File: src/rtl/ssr_pkg.sv
package ssr_pkg;
  typedef enum logic [1:0] {
    RX_IDLE = 2'd0,
    RX_ARM  = 2'd1,
    RX_RECV = 2'd2
  } rx_state_e;
endpackage

File: src/rtl/ssr_rst_sync.sv
module ssr_rst_sync (
  input  logic clk,
  input  logic rst_n,
  output logic rst_n_sync
);
  logic [1:0] sync_q;

  always_ff @(posedge clk or negedge rst_n) begin
    if (!rst_n) sync_q <= 2'b00;
    else        sync_q <= {sync_q[0], 1'b1};
  end

  assign rst_n_sync = sync_q[1];
endmodule

File: src/rtl/ssr_ctrl.sv
module ssr_ctrl
  import ssr_pkg::*;
(
  input  logic clk,
  input  logic rst_n,
  input  logic mc_tick,
  input  logic rx_en,
  input  logic done_q,
  input  logic marker_hit,
  output logic preload,
  output logic shift_en,
  output logic finish,
  output logic busy
);
  rx_state_e state_q, state_d;

  always_comb begin
    state_d  = state_q;
    preload  = 1'b0;
    shift_en = 1'b0;
    finish   = 1'b0;
    unique case (state_q)
      RX_IDLE: begin
        if (mc_tick && rx_en && !done_q) state_d = RX_ARM;
      end
      RX_ARM: begin
        if (!rx_en) state_d = RX_IDLE;
        else if (mc_tick) begin
          preload = 1'b1;
          state_d = RX_RECV;
        end
      end
      RX_RECV: begin
        if (!rx_en) state_d = RX_IDLE;
        else if (mc_tick) begin
          shift_en = 1'b1;
          if (marker_hit) begin
            finish  = 1'b1;
            state_d = RX_IDLE;
          end
        end
      end
      default: state_d = RX_IDLE;
    endcase
  end

  always_ff @(posedge clk or negedge rst_n) begin
    if (!rst_n) state_q <= RX_IDLE;
    else        state_q <= state_d;
  end

  assign busy = (state_q == RX_RECV);

  // a pending flag blocks any new start
  assert_no_start_done_R7: assert property (@(posedge clk) disable iff (!rst_n)
    (state_q == RX_IDLE && done_q) |=> (state_q == RX_IDLE));

  // losing the enable returns to idle
  assert_abort_idle_R9: assert property (@(posedge clk) disable iff (!rst_n)
    (state_q != RX_IDLE && !rx_en) |=> (state_q == RX_IDLE));

  // armed state advances on the next qualifying tick
  assert_arm_advance_R3: assert property (@(posedge clk) disable iff (!rst_n)
    (state_q == RX_ARM && mc_tick && rx_en) |=> (state_q == RX_RECV));
endmodule

File: src/rtl/ssr_shreg.sv
module ssr_shreg #(
  parameter int DATA_W = 8
) (
  input  logic              clk,
  input  logic              rst_n,
  input  logic              preload,
  input  logic              shift_en,
  input  logic              rx_pin,
  output logic              marker_hit,
  output logic [DATA_W-1:0] shifted
);
  localparam logic [DATA_W-1:0] PRELOAD_PAT = {{(DATA_W-1){1'b1}}, 1'b0};

  logic [DATA_W-1:0] sreg_q, sreg_d;

  assign shifted = {sreg_q[DATA_W-2:0], rx_pin};

  always_comb begin
    sreg_d = sreg_q;
    if (preload)       sreg_d = PRELOAD_PAT;
    else if (shift_en) sreg_d = shifted;
  end

  always_ff @(posedge clk or negedge rst_n) begin
    if (!rst_n) sreg_q <= '1;
    else        sreg_q <= sreg_d;
  end

  assign marker_hit = ~sreg_q[DATA_W-1];
endmodule

File: src/rtl/ssr_buf.sv
module ssr_buf #(
  parameter int DATA_W = 8
) (
  input  logic              clk,
  input  logic              rst_n,
  input  logic              load,
  input  logic              clr,
  input  logic [DATA_W-1:0] shifted,
  output logic [DATA_W-1:0] data_q,
  output logic              done_q
);
  logic [DATA_W-1:0] order_fix;
  logic [DATA_W-1:0] data_d;
  logic              done_d;

  // last sample sits in bit 0 of the shift register; swap so first sample lands in bit 0
  for (genvar g = 0; g < DATA_W; g++) begin : g_rev
    assign order_fix[g] = shifted[DATA_W-1-g];
  end

  always_comb begin
    data_d = data_q;
    done_d = done_q;
    if (clr)  done_d = 1'b0;
    if (load) begin
      data_d = order_fix;
      done_d = 1'b1;
    end
  end

  always_ff @(posedge clk or negedge rst_n) begin
    if (!rst_n) begin
      data_q <= '0;
      done_q <= 1'b0;
    end else begin
      data_q <= data_d;
      done_q <= done_d;
    end
  end

  // buffer changes only on a load
  assert_buf_hold_R7: assert property (@(posedge clk) disable iff (!rst_n)
    !load |=> $stable(data_q));
endmodule

File: src/rtl/ssr_rx_top.sv
module ssr_rx_top #(
  parameter int DATA_W = 8
) (
  input  logic              clk,
  input  logic              rst_n,
  input  logic              mc_tick,
  input  logic              rx_pin,
  input  logic              rx_en,
  input  logic              done_clr,
  output logic [DATA_W-1:0] rx_data,
  output logic              rx_done,
  output logic              rx_busy
);
  logic              rst_n_s;
  logic              preload, shift_en, finish, marker_hit;
  logic [DATA_W-1:0] shifted;

  ssr_rst_sync u_rst (
    .clk        (clk),
    .rst_n      (rst_n),
    .rst_n_sync (rst_n_s)
  );

  ssr_ctrl u_ctrl (
    .clk        (clk),
    .rst_n      (rst_n_s),
    .mc_tick    (mc_tick),
    .rx_en      (rx_en),
    .done_q     (rx_done),
    .marker_hit (marker_hit),
    .preload    (preload),
    .shift_en   (shift_en),
    .finish     (finish),
    .busy       (rx_busy)
  );

  ssr_shreg #(.DATA_W(DATA_W)) u_shreg (
    .clk        (clk),
    .rst_n      (rst_n_s),
    .preload    (preload),
    .shift_en   (shift_en),
    .rx_pin     (rx_pin),
    .marker_hit (marker_hit),
    .shifted    (shifted)
  );

  ssr_buf #(.DATA_W(DATA_W)) u_buf (
    .clk     (clk),
    .rst_n   (rst_n_s),
    .load    (finish),
    .clr     (done_clr),
    .shifted (shifted),
    .data_q  (rx_data),
    .done_q  (rx_done)
  );

  // flag rises exactly as sampling stops
  assert_done_ends_busy_R5: assert property (@(posedge clk) disable iff (!rst_n_s)
    $rose(rx_done) |-> ($past(rx_busy) && !rx_busy));

  // without a tick an enabled active reception keeps going
  assert_busy_no_tick_R4: assert property (@(posedge clk) disable iff (!rst_n_s)
    (rx_busy && !mc_tick && rx_en) |=> rx_busy);
endmodule

File: config.mk
export PLATFORM = sky130hd
export DESIGN_NAME = ssr_rx_top
export DESIGN_NICKNAME = d
export VERILOG_FILES = /design/src/rtl/ssr_pkg.sv /design/src/rtl/ssr_rst_sync.sv /design/src/rtl/ssr_ctrl.sv /design/src/rtl/ssr_shreg.sv /design/src/rtl/ssr_buf.sv /design/src/rtl/ssr_rx_top.sv
export SDC_FILE = /design/constraint.sdc
export NUM_CORES = 1
export LEC_CHECK = 0
export BUFFER_PORTS_ARGS = -buffer_cell sky130_fd_sc_hd__buf_2
export CAP_MARGIN = 20
export CORE_AREA = 2 2 44 46
export CTS_BUF_LIST = sky130_fd_sc_hd__clkbuf_16
export DETAILED_ROUTE_END_ITERATION = 12
export DIE_AREA = 0 0 46 48
export PLACE_DENSITY_LB_ADDON = 0.08
export SYNTH_ARGS = -nofsm -noshare
export SYNTH_HDL_FRONTEND = slang
export SYNTH_SLANG_ARGS = --single-unit
File: constraint.sdc
create_clock -name clk -period 1.5 [get_ports clk]
set_input_delay 0.3 -clock clk [delete_from_list [all_inputs] [get_ports clk]]
set_output_delay 0.3 -clock clk [all_outputs]
set_load 0.05 [all_outputs]
Word-level counts from Yosys, hierarchy flattened. Cells that the tools add are included.

Register bits after elaboration: 21. Input bits: 6. Output and inout port bits: 10. Word-level logic and storage cells: 37.

Eq/ne operators: 6. Mux-type cells: 19. Reduce and logical (&&, ||, !) cells: 7.

Operators by type and width (number): $mux W8 (2); $mux W2 (6); $mux W1 (10); $ne A3 B3 Y1 const B (3); $pmux W2 S3 (1); $reduce_and A4 Y1 (1); $reduce_bool A2 Y1 (2); $eq A2 B1 Y1 const B (1); $eq A2 B2 Y1 const B (1); $logic_and A1 B1 Y1 (2); $logic_not A2 Y1 (1); $ne A2 B1 Y1 const B (1); $logic_not A1 Y1 (1).

Longest topological paths before layout. Gate-level depths: netlist (run 1).

Depth in word-level cells: 5. Gate-level depth with buffers: 5. Gate-level depth less buffers: 4.

Modules after synthesis. Synthesis (run 1) repeated with hierarchy kept, for this count alone.

Cells, all modules: 71. Area total of the unflattened synthesis: 954.7 um2.

Modules (own cells, without submodules): ssr_shreg (times used 1, cells an instance 35, area an instance 396.6 um2, sequential area each 210.2 um2); ssr_buf (times used 1, cells an instance 20, area an instance 369.1 um2, sequential area each 225.2 um2); ssr_ctrl (times used 1, cells an instance 13, area an instance 135.1 um2, sequential area each 50.0 um2); ssr_rst_sync (times used 1, cells an instance 3, area an instance 53.8 um2, sequential area each 50.0 um2).

Worst setup path before layout (run 1). OpenSTA, ideal clock, no wires.

Path kind: register to register. Start: register u_ctrl.state_q[0]. End: register u_buf.data_q[0]. Library setup time: 0.125 ns. Arrival time: 1.268 ns. Required time: 1.375 ns. Path slack: 0.107 ns. Cell stages (with the launch flop): 6. Buffers on the path: 1. Clock period less this slack: 1.393 ns. Cells stage by stage: dfrtp_1 > buf_6 > nand2b_4 > inv_2 > nand3_4 > mux2_2.

Longest elaborated chain between the ends: 2.

RTL lines: from (decl) (RTL line ssr_ctrl.sv:15) `rx_state_e state_q, state_d;`; from (signal assigned) (RTL line ssr_ctrl.sv:49) `else state_q <= state_d;`; $eq A2 B2 Y1; via rx_busy (RTL line ssr_rx_top.sv:12) `output logic rx_busy`; $mux W1 (RTL line ssr_ctrl.sv:22) `unique case (state_q)`; to (signal assigned) (RTL line ssr_buf.sv:36) `data_q <= data_d;`; to (decl) (RTL line ssr_buf.sv:9) `output logic [DATA_W-1:0] data_q,`.

The timed path passes the listed nets, and every way through them passes these cells. A chain may end at the register's enable or synchronous reset.

Worst setup path in the final report (run 1).
Start: register u_ctrl.state_q[0]. End: output rx_busy.

Longest elaborated chain between the ends: 1.

RTL lines: $eq A2 B2 Y1 (RTL line ssr_ctrl.sv:52) `assign busy = (state_q == RX_RECV);`; to (decl) (RTL line ssr_rx_top.sv:12).

No other way between the ends.

==> results of run 1 <==
-- per-layer routing --
| layer | track usage (%) | vias to the layer above | wire, um |
|---|---|---|---|
| met5 | 0 | - | 0 |
| met4 | 3.43 | 0 | 6 |
| met3 | 3.40 | 2 | 71 |
| met2 | 25.6 | 15 | 746 |
| met1 | 23.8 | 298 | 724 |
| li1 | - | 294 | - |
-- state kept, by name, summed over array words and instances (netlist names) --
| signal | flops |
|---|---|
| u_rst.sync_q | 2 |
| u_buf.data_q | 8 |
| u_ctrl.state_q | 2 |
| u_buf.done_q | 1 |
| u_shreg.sreg_q | 8 |
-- logic make-up after synthesis --
group	count (synthesis)	share of synthesized area (%)
AOI/OAI and AO/OA	18	14.5
muxes	9	11.1
other	1	0.415
buffers and inverters	7	3.73
and+or+nand+nor	14	11.1
DFF	21	59.2
-- layout by cell type, fill, tap and decap left out, drive strengths merged --
cell type / netlist / layout
a2bb2oi: 7 / 7
and2: 1 / 1
and2b: 1 / 1
buf: 1 / 18
clkbuf: 1 / 3
clkinv: 0 / 1
conb: 1 / 1
dfrtp: 13 / 13
dfstp: 8 / 8
dlygate4sd3: 0 / 1
inv: 5 / 5
mux2: 8 / 8
mux2i: 1 / 1
nand2: 2 / 2
nand2b: 1 / 1
nand3: 1 / 1
nand3b: 1 / 1
nor2: 3 / 3
nor3b: 1 / 1
o21ai: 1 / 1
o22ai: 9 / 9
o2bb2ai: 1 / 1
or2: 3 / 3
-- layout make-up --
type                       instances  share of cell area [%]
inverter                           5                    1.71
multi-input combinational         42                    30.5
timing repair buffer              19                    9.80
tap                               17                    1.94
clock buffer                       3                    6.83
clock inverter                     1                   0.456
sequential                        21                    48.7
-- how the worst max path moves through the flow --
| stage | from | end | slack, ns | depth (start not counted) |
|---|---|---|---|---|
| after floorplan | u_ctrl.state_q[0]$_DFFE_PN0P_ | u_buf.data_q[0]$_DFFE_PN0P_ | 0.11 | 5 |
| after global placement | u_shreg.sreg_q[7]$_DFFE_PN1P_ | u_buf.data_q[0]$_DFFE_PN0P_ | 0.14 | 3 |
| after detailed placement | u_shreg.sreg_q[7]$_DFFE_PN1P_ | u_buf.data_q[5]$_DFFE_PN0P_ | 0.12 | 3 |
| after global routing | u_shreg.sreg_q[7]$_DFFE_PN1P_ | u_buf.data_q[6]$_DFFE_PN0P_ | 0.07 | 3 |
| final | u_ctrl.state_q[0]$_DFFE_PN0P_ | rx_busy | 0.11 | 3 |
| after CTS | u_ctrl.state_q[0]$_DFFE_PN0P_ | rx_busy | 0.11 | 3 |
-- per-stage QoR --
step	instance area [um2]	hold WS, ns
floorplan	905	0.00441
global placement	1010	0.0839
detailed placement	1010	0.0859
CTS	1100	0.212
global route	1100	0.230
finish	1100	0.199
-- worst max-delay path: stages, from the launching register on --
cell and delay (ns):
dfrtp_1 0.37, nand2b_4 0.14, inv_2 0.07, buf_2 0.26
-- power by group --
part | internal (mW) | switching, mW | leakage [nW]
combinational | 0.206 | 0.361 | 0.233
sequential | 0.762 | 0.0965 | 0.256
clock | 0.357 | 0.191 | 0.0409
==> metrics.txt, run 1 <==
die span in x 46 um; leading area contributor after synthesis dfrtp_1; ant diodes 0; main flop type after synthesis dfrtp_1; Hold Crit Class flip-flop to async pin; CP required 1.20 ns; synthesized area 905 um2; area of the multi-input gates 335 um2; worst vdd ir 0.00110 V; routed via count 609; largest net degree at the start of global routing 20; syn_area_per_cell 12.9 um2; Max Cap Viol 0; synth top area cells dfrtp_1, dfstp_2, mux2_2, a2bb2oi_1, o22ai_1; Core Util, Final 65.0%; initial drt markers 11; R2R Path End u_buf.data_q[1]$_DFFE_PN0P_; setup TNS 0 ns; R2R depth 3; most common cell in the netlist dfrtp_1; hold buffer count at CTS 1; sequential-to-total area share from yosys stat between 50% and 60%; placed insts just over 100; Worst Skew 0.00426 ns; Starting Density 53.6%; min cycle time layout 1.39 ns; drt first pass iters 4; final hold vios 0; Antenna Nets Post-Route 0; Avg WL per Cell 14.3 um; final setup fails 0; unrepaired setup endpoints after global routing no; worst endpoint data arrival time 1.09 ns; Synth cell types 23; Filler cells ~140; Post-Syn Nets 76; IO buf count 15; CP endpoint kind output port; startpoint types flip-flop; routability cong. 0.700; root buffer cell clkbuf_16; Synth Register Bits 21; Post-synth EDFFs 0; H-tree depth 1; r2r startpoint u_shreg.sreg_q[7]$_DFFE_PN1P_; total power draw 1.97 mW; DRT Wirelength 1550 um; clk slew on worst S/H paths 0.06 ns; status completed; maximum clock rate 0.721 GHz; CP max FO 2; die area between 0.002 and 0.0025 mm2; gr usage total between 15 and 20%; I/O pin count 16; Synth top area share 36.0%; Mapped Cells 70; Post-CTS Setup Inserts 0; residual DRC count 0; post-CTS resize count 0; vias in the first global route between 500 and 600; GRT Residual Overflow 0; post-place setup slack 0.121 ns; Register Area between 500 and 600 um2; antenna violations before repair 0; share of cells above drive strength 1 between 40% and 50%; area grow syn2layout 21.4%; fin cells 108; FFs w/ async S/R, synth 100%; clock buffer depth 2; leakage 0.530 nW; Slew Viols, Final 0; Power Density 1800 mW/mm2; flop2flop setup slack 0.12 ns; Synth top cells by count dfrtp_1, o22ai_1, dfstp_2, mux2_2, a2bb2oi_1; Vias/cell 5.64; global-route wire length before repair about 2600 um; Critical Setup Path Class flip-flop to output port; CTS Sinks 21; Tcrit/Tclk final between 90 and 100%; Rows 15; TritonCTS clock tree built; Layout Nets 98; Num CTS Buffers 3; detailed placement HPWL 1030 um; Die Ht 48 um; clk_lat worst skew 0.25 ns; Placeable Area 0.00169 mm2; final worst slack 0.113 ns; Yosys warning count 0
No activity file was read; power rests on OpenSTA's default activity.
==> run 2, diff against run 1 <==
- ABC_AREA: unset -> 1
- CORE_AREA: 2 2 44 46 -> 2 2 43 45
- DIE_AREA: 0 0 46 48 -> 0 0 45 47
- GPL_TIMING_DRIVEN: unset -> 0
- RECOVER_POWER: unset -> 50
==> metrics.txt, run 2 <==
Layout Nets 124 (+27%); clock buffer depth 2 (unchanged); residual DRC count 0 (unchanged); Slew Viols, Final 0 (unchanged); hold buffer count at CTS 1 (unchanged); flop2flop setup slack 0.24 ns (+0.12 ns); biggest regs u_buf.data_q: 8 flops, u_shreg.sreg_q: 8 flops; critical path endpoint rx_busy; Avg WL per Cell 11.5 um (-20%); routability cong. 0.789 (+13%); relative slew slack between 40% and 50%; Placeable Area 0.00165 mm2 (-2.2%); commonest non-fill, non-tap cell in the layout nand2_1; Filler cells 144 (+2.1%); FFs w/ async S/R, synth 100% (unchanged); drt first pass iters 4 (unchanged); global-route wire length before repair 2630 um (+2.1%); DRT Wirelength 1540 um (-0.65%); Post-synth EDFFs 0 (unchanged); placed inst area 978 um2 (-3.0%); min cycle time layout 1.42 ns (+0.0355 ns); startpoint types flip-flop; GRT Residual Overflow 0 (unchanged); area grow syn2layout 20.4%; Die Ht 47 um (-2.1%); R2R depth 7 (+4); status completed; largest net degree at the start of global routing 20 (unchanged); H-tree depth 1 (unchanged); Synth top cells by count nand2_1, dfrtp_1, dfstp_2; IO buf count 15 (unchanged); leakage 0.576 nW (+8.7%); Post-Syn Nets 103 (+36%); Rows 15 (unchanged); routed via count 666 (+9.4%); Mapped Cells 97 (+39%); main flop type after synthesis dfrtp_1; final hold vios 0 (unchanged); Comb power frac 32.5% (+3.8 points); share of cells above drive strength 1 24.8% (-25 points); Num CTS Buffers 3 (unchanged); gr usage total 17.5% (+1.1 points); actual slew at the worst max-slew pin roughly 0.75 ns; Starting Density 53.4% (-0.15 points); Synth top area share 36.9% (+0.92 points); Yosys warning count 0 (unchanged); syn_area_per_cell 9.09 um2 (-30%); setup TNS 0 ns (unchanged); I/O pin count 16 (unchanged); Max Cap Viol 0 (unchanged); Synth cell types 16 (-30%); leading area contributor after synthesis dfrtp_1; maximum clock rate 0.703 GHz (-2.5%); Hold Crit Class primary input to flip-flop; R2R Path End u_buf.data_q[6]$_DFFE_PN0P_; CP required 1.20 ns (about the same); r2r startpoint u_ctrl.state_q[1]$_DFFE_PN0P_; Critical Setup Path Class flip-flop to output port; worst vdd ir 0.000915 V (-17%); Power Density 2190 mW/mm2 (+22%); Critical Path Start u_ctrl.state_q[1]$_DFFE_PN0P_; sw power 0.924 mW (+43%); detailed placement HPWL 1140 um (+10%); synthesized area 882 um2 (-2.5%); leading cell types in the layout, fill and taps excluded nand2_1, dfrtp_1, buf_2, dfstp_2, a21oi_1; die area 0.00212 mm2 (-4.2%); vias in the first global route 616 (+7.5%); antenna violations before repair 0 (unchanged); clk slew on worst S/H paths 0.05 ns (about the same); Vias/cell 4.97 (-12%); design area 0.00106 mm2 (-3.3%); register share of total power 44.5% (+1.0 points); most common cell in the netlist nand2_1; CTS Sinks 21 (unchanged); CP endpoint kind output port; Antenna Nets Post-Route 0 (unchanged); initial drt markers 18 (+7); clk_lat worst skew 0.25 ns (about the same); Switching Share 39.7% (+6.9 points); clock share of power 22.9% (-4.9 points); final setup fails 0 (unchanged); TritonCTS clock tree built; Worst Skew 0.00126 ns (-0.00300 ns); die span in x 45 um (-2.2%); ant diodes 0 (unchanged); sequential-to-total area share from yosys stat 60.7% (+1.5 points); Hold Path Depth 2; Post-CTS Setup Inserts 0 (unchanged); unrepaired setup endpoints after global routing no; post-CTS resize count 0 (unchanged); synth top area cells dfrtp_1, dfstp_2, nand2_1, a21oi_1, nand3_1; worst endpoint data arrival time 1.12 ns (+0.03 ns); Synth Register Bits 21 (unchanged); Int Power 1.40 mW (+5.8%); root buffer cell clkbuf_16; Tcrit/Tclk final 94.8% (+2.4 points); CP max FO 5 (+3)
## run 2: cell count changes after synthesis, moves of 4 or more
cell	before	now
a21oi_1	0	6
a2bb2oi_1	7	0
mux2_2	8	0
nand2_1	2	48
nand3_1	0	4
o22ai_1	9	0
## run 2: cells by family (layout without fill, tap and decap cells)
group           count (synthesis)  in the layout  share of synthesized area (%)
compound gates                  8              8                           4.96
buf+inv                         7             27                           3.26
other cells                     1              1                          0.425
simple gates                   60             60                           30.6
flops                          21             21                           60.7
## run 2: layout make-up
class                      count  area [um2]  area share [%]
clock buffer                   3        75.1            7.07
clock inverter                 1        3.75           0.353
inverter                       7        28.8            2.71
multi-input combinational     69         318            29.9
sequential                    21         536            50.4
tap                           17        21.3            2.00
timing repair buffer          16        80.1            7.54
## run 2: through the flow
step | setup slack (ns) | util (%) | total power, mW | instances | hold slack (ns)
6_report | 0.0775 | 64.3 | 2.33 | 134 | 0.218
5_1_grt | 0.0214 | 64.3 | 2.48 | 134 | 0.229
4_1_cts | 0.0753 | 64.6 | 2.36 | 134 | 0.215
3_5_place_dp | 0.236 | 59.2 | 1.81 | 129 | 0.0855
3_3_place_gp | 0.266 | 59.2 | 1.78 | 129 | 0.0848
2_1_floorplan | 0.0710 | - | 1.62 | 97 | 0.00441
## run 2: per-layer routing
metal / vias to the layer above / global-route usage, % / share of wire, %
met5: - / 0 / 0
met4: 0 / 7.06 / 1.0
met3: 2 / 3.46 / 3.5
met2: 11 / 29.1 / 49
met1: 307 / 22.7 / 46
li1: 346 / - / -
## run 2: worst max-delay path: stages, from the launching register on
cell     delay, ns
dfrtp_1       0.42
inv_2         0.06
nor2_4        0.12
buf_2         0.28
## run 2: how the worst min path moves through the flow
| stage | start | to | slack, ns |
|---|---|---|---|
| 6_report | done_clr | u_buf.done_q$_DFFE_PN0P_ | 0.22 |
| 2_1_floorplan | rst_n | u_rst.sync_q[0]$_DFF_PN0_ | 0.004 |
| 3_3_place_gp | rst_n | u_rst.sync_q[0]$_DFF_PN0_ | 0.08 |
| 5_1_grt | done_clr | u_buf.done_q$_DFFE_PN0P_ | 0.23 |
| 4_1_cts | done_clr | u_buf.done_q$_DFFE_PN0P_ | 0.21 |
| 3_5_place_dp | rst_n | u_rst.sync_q[1]$_DFF_PN0_ | 0.09 |
## run 2: power groups by stage
stage	Clock, mW	Combinational [mW]	Sequential [mW]
floorplan	0	0.328	1.29
global route	0.567	0.835	1.07
CTS	0.554	0.777	1.03
finish	0.533	0.757	1.04
global placement	0	0.752	1.03
detailed placement	0	0.770	1.04
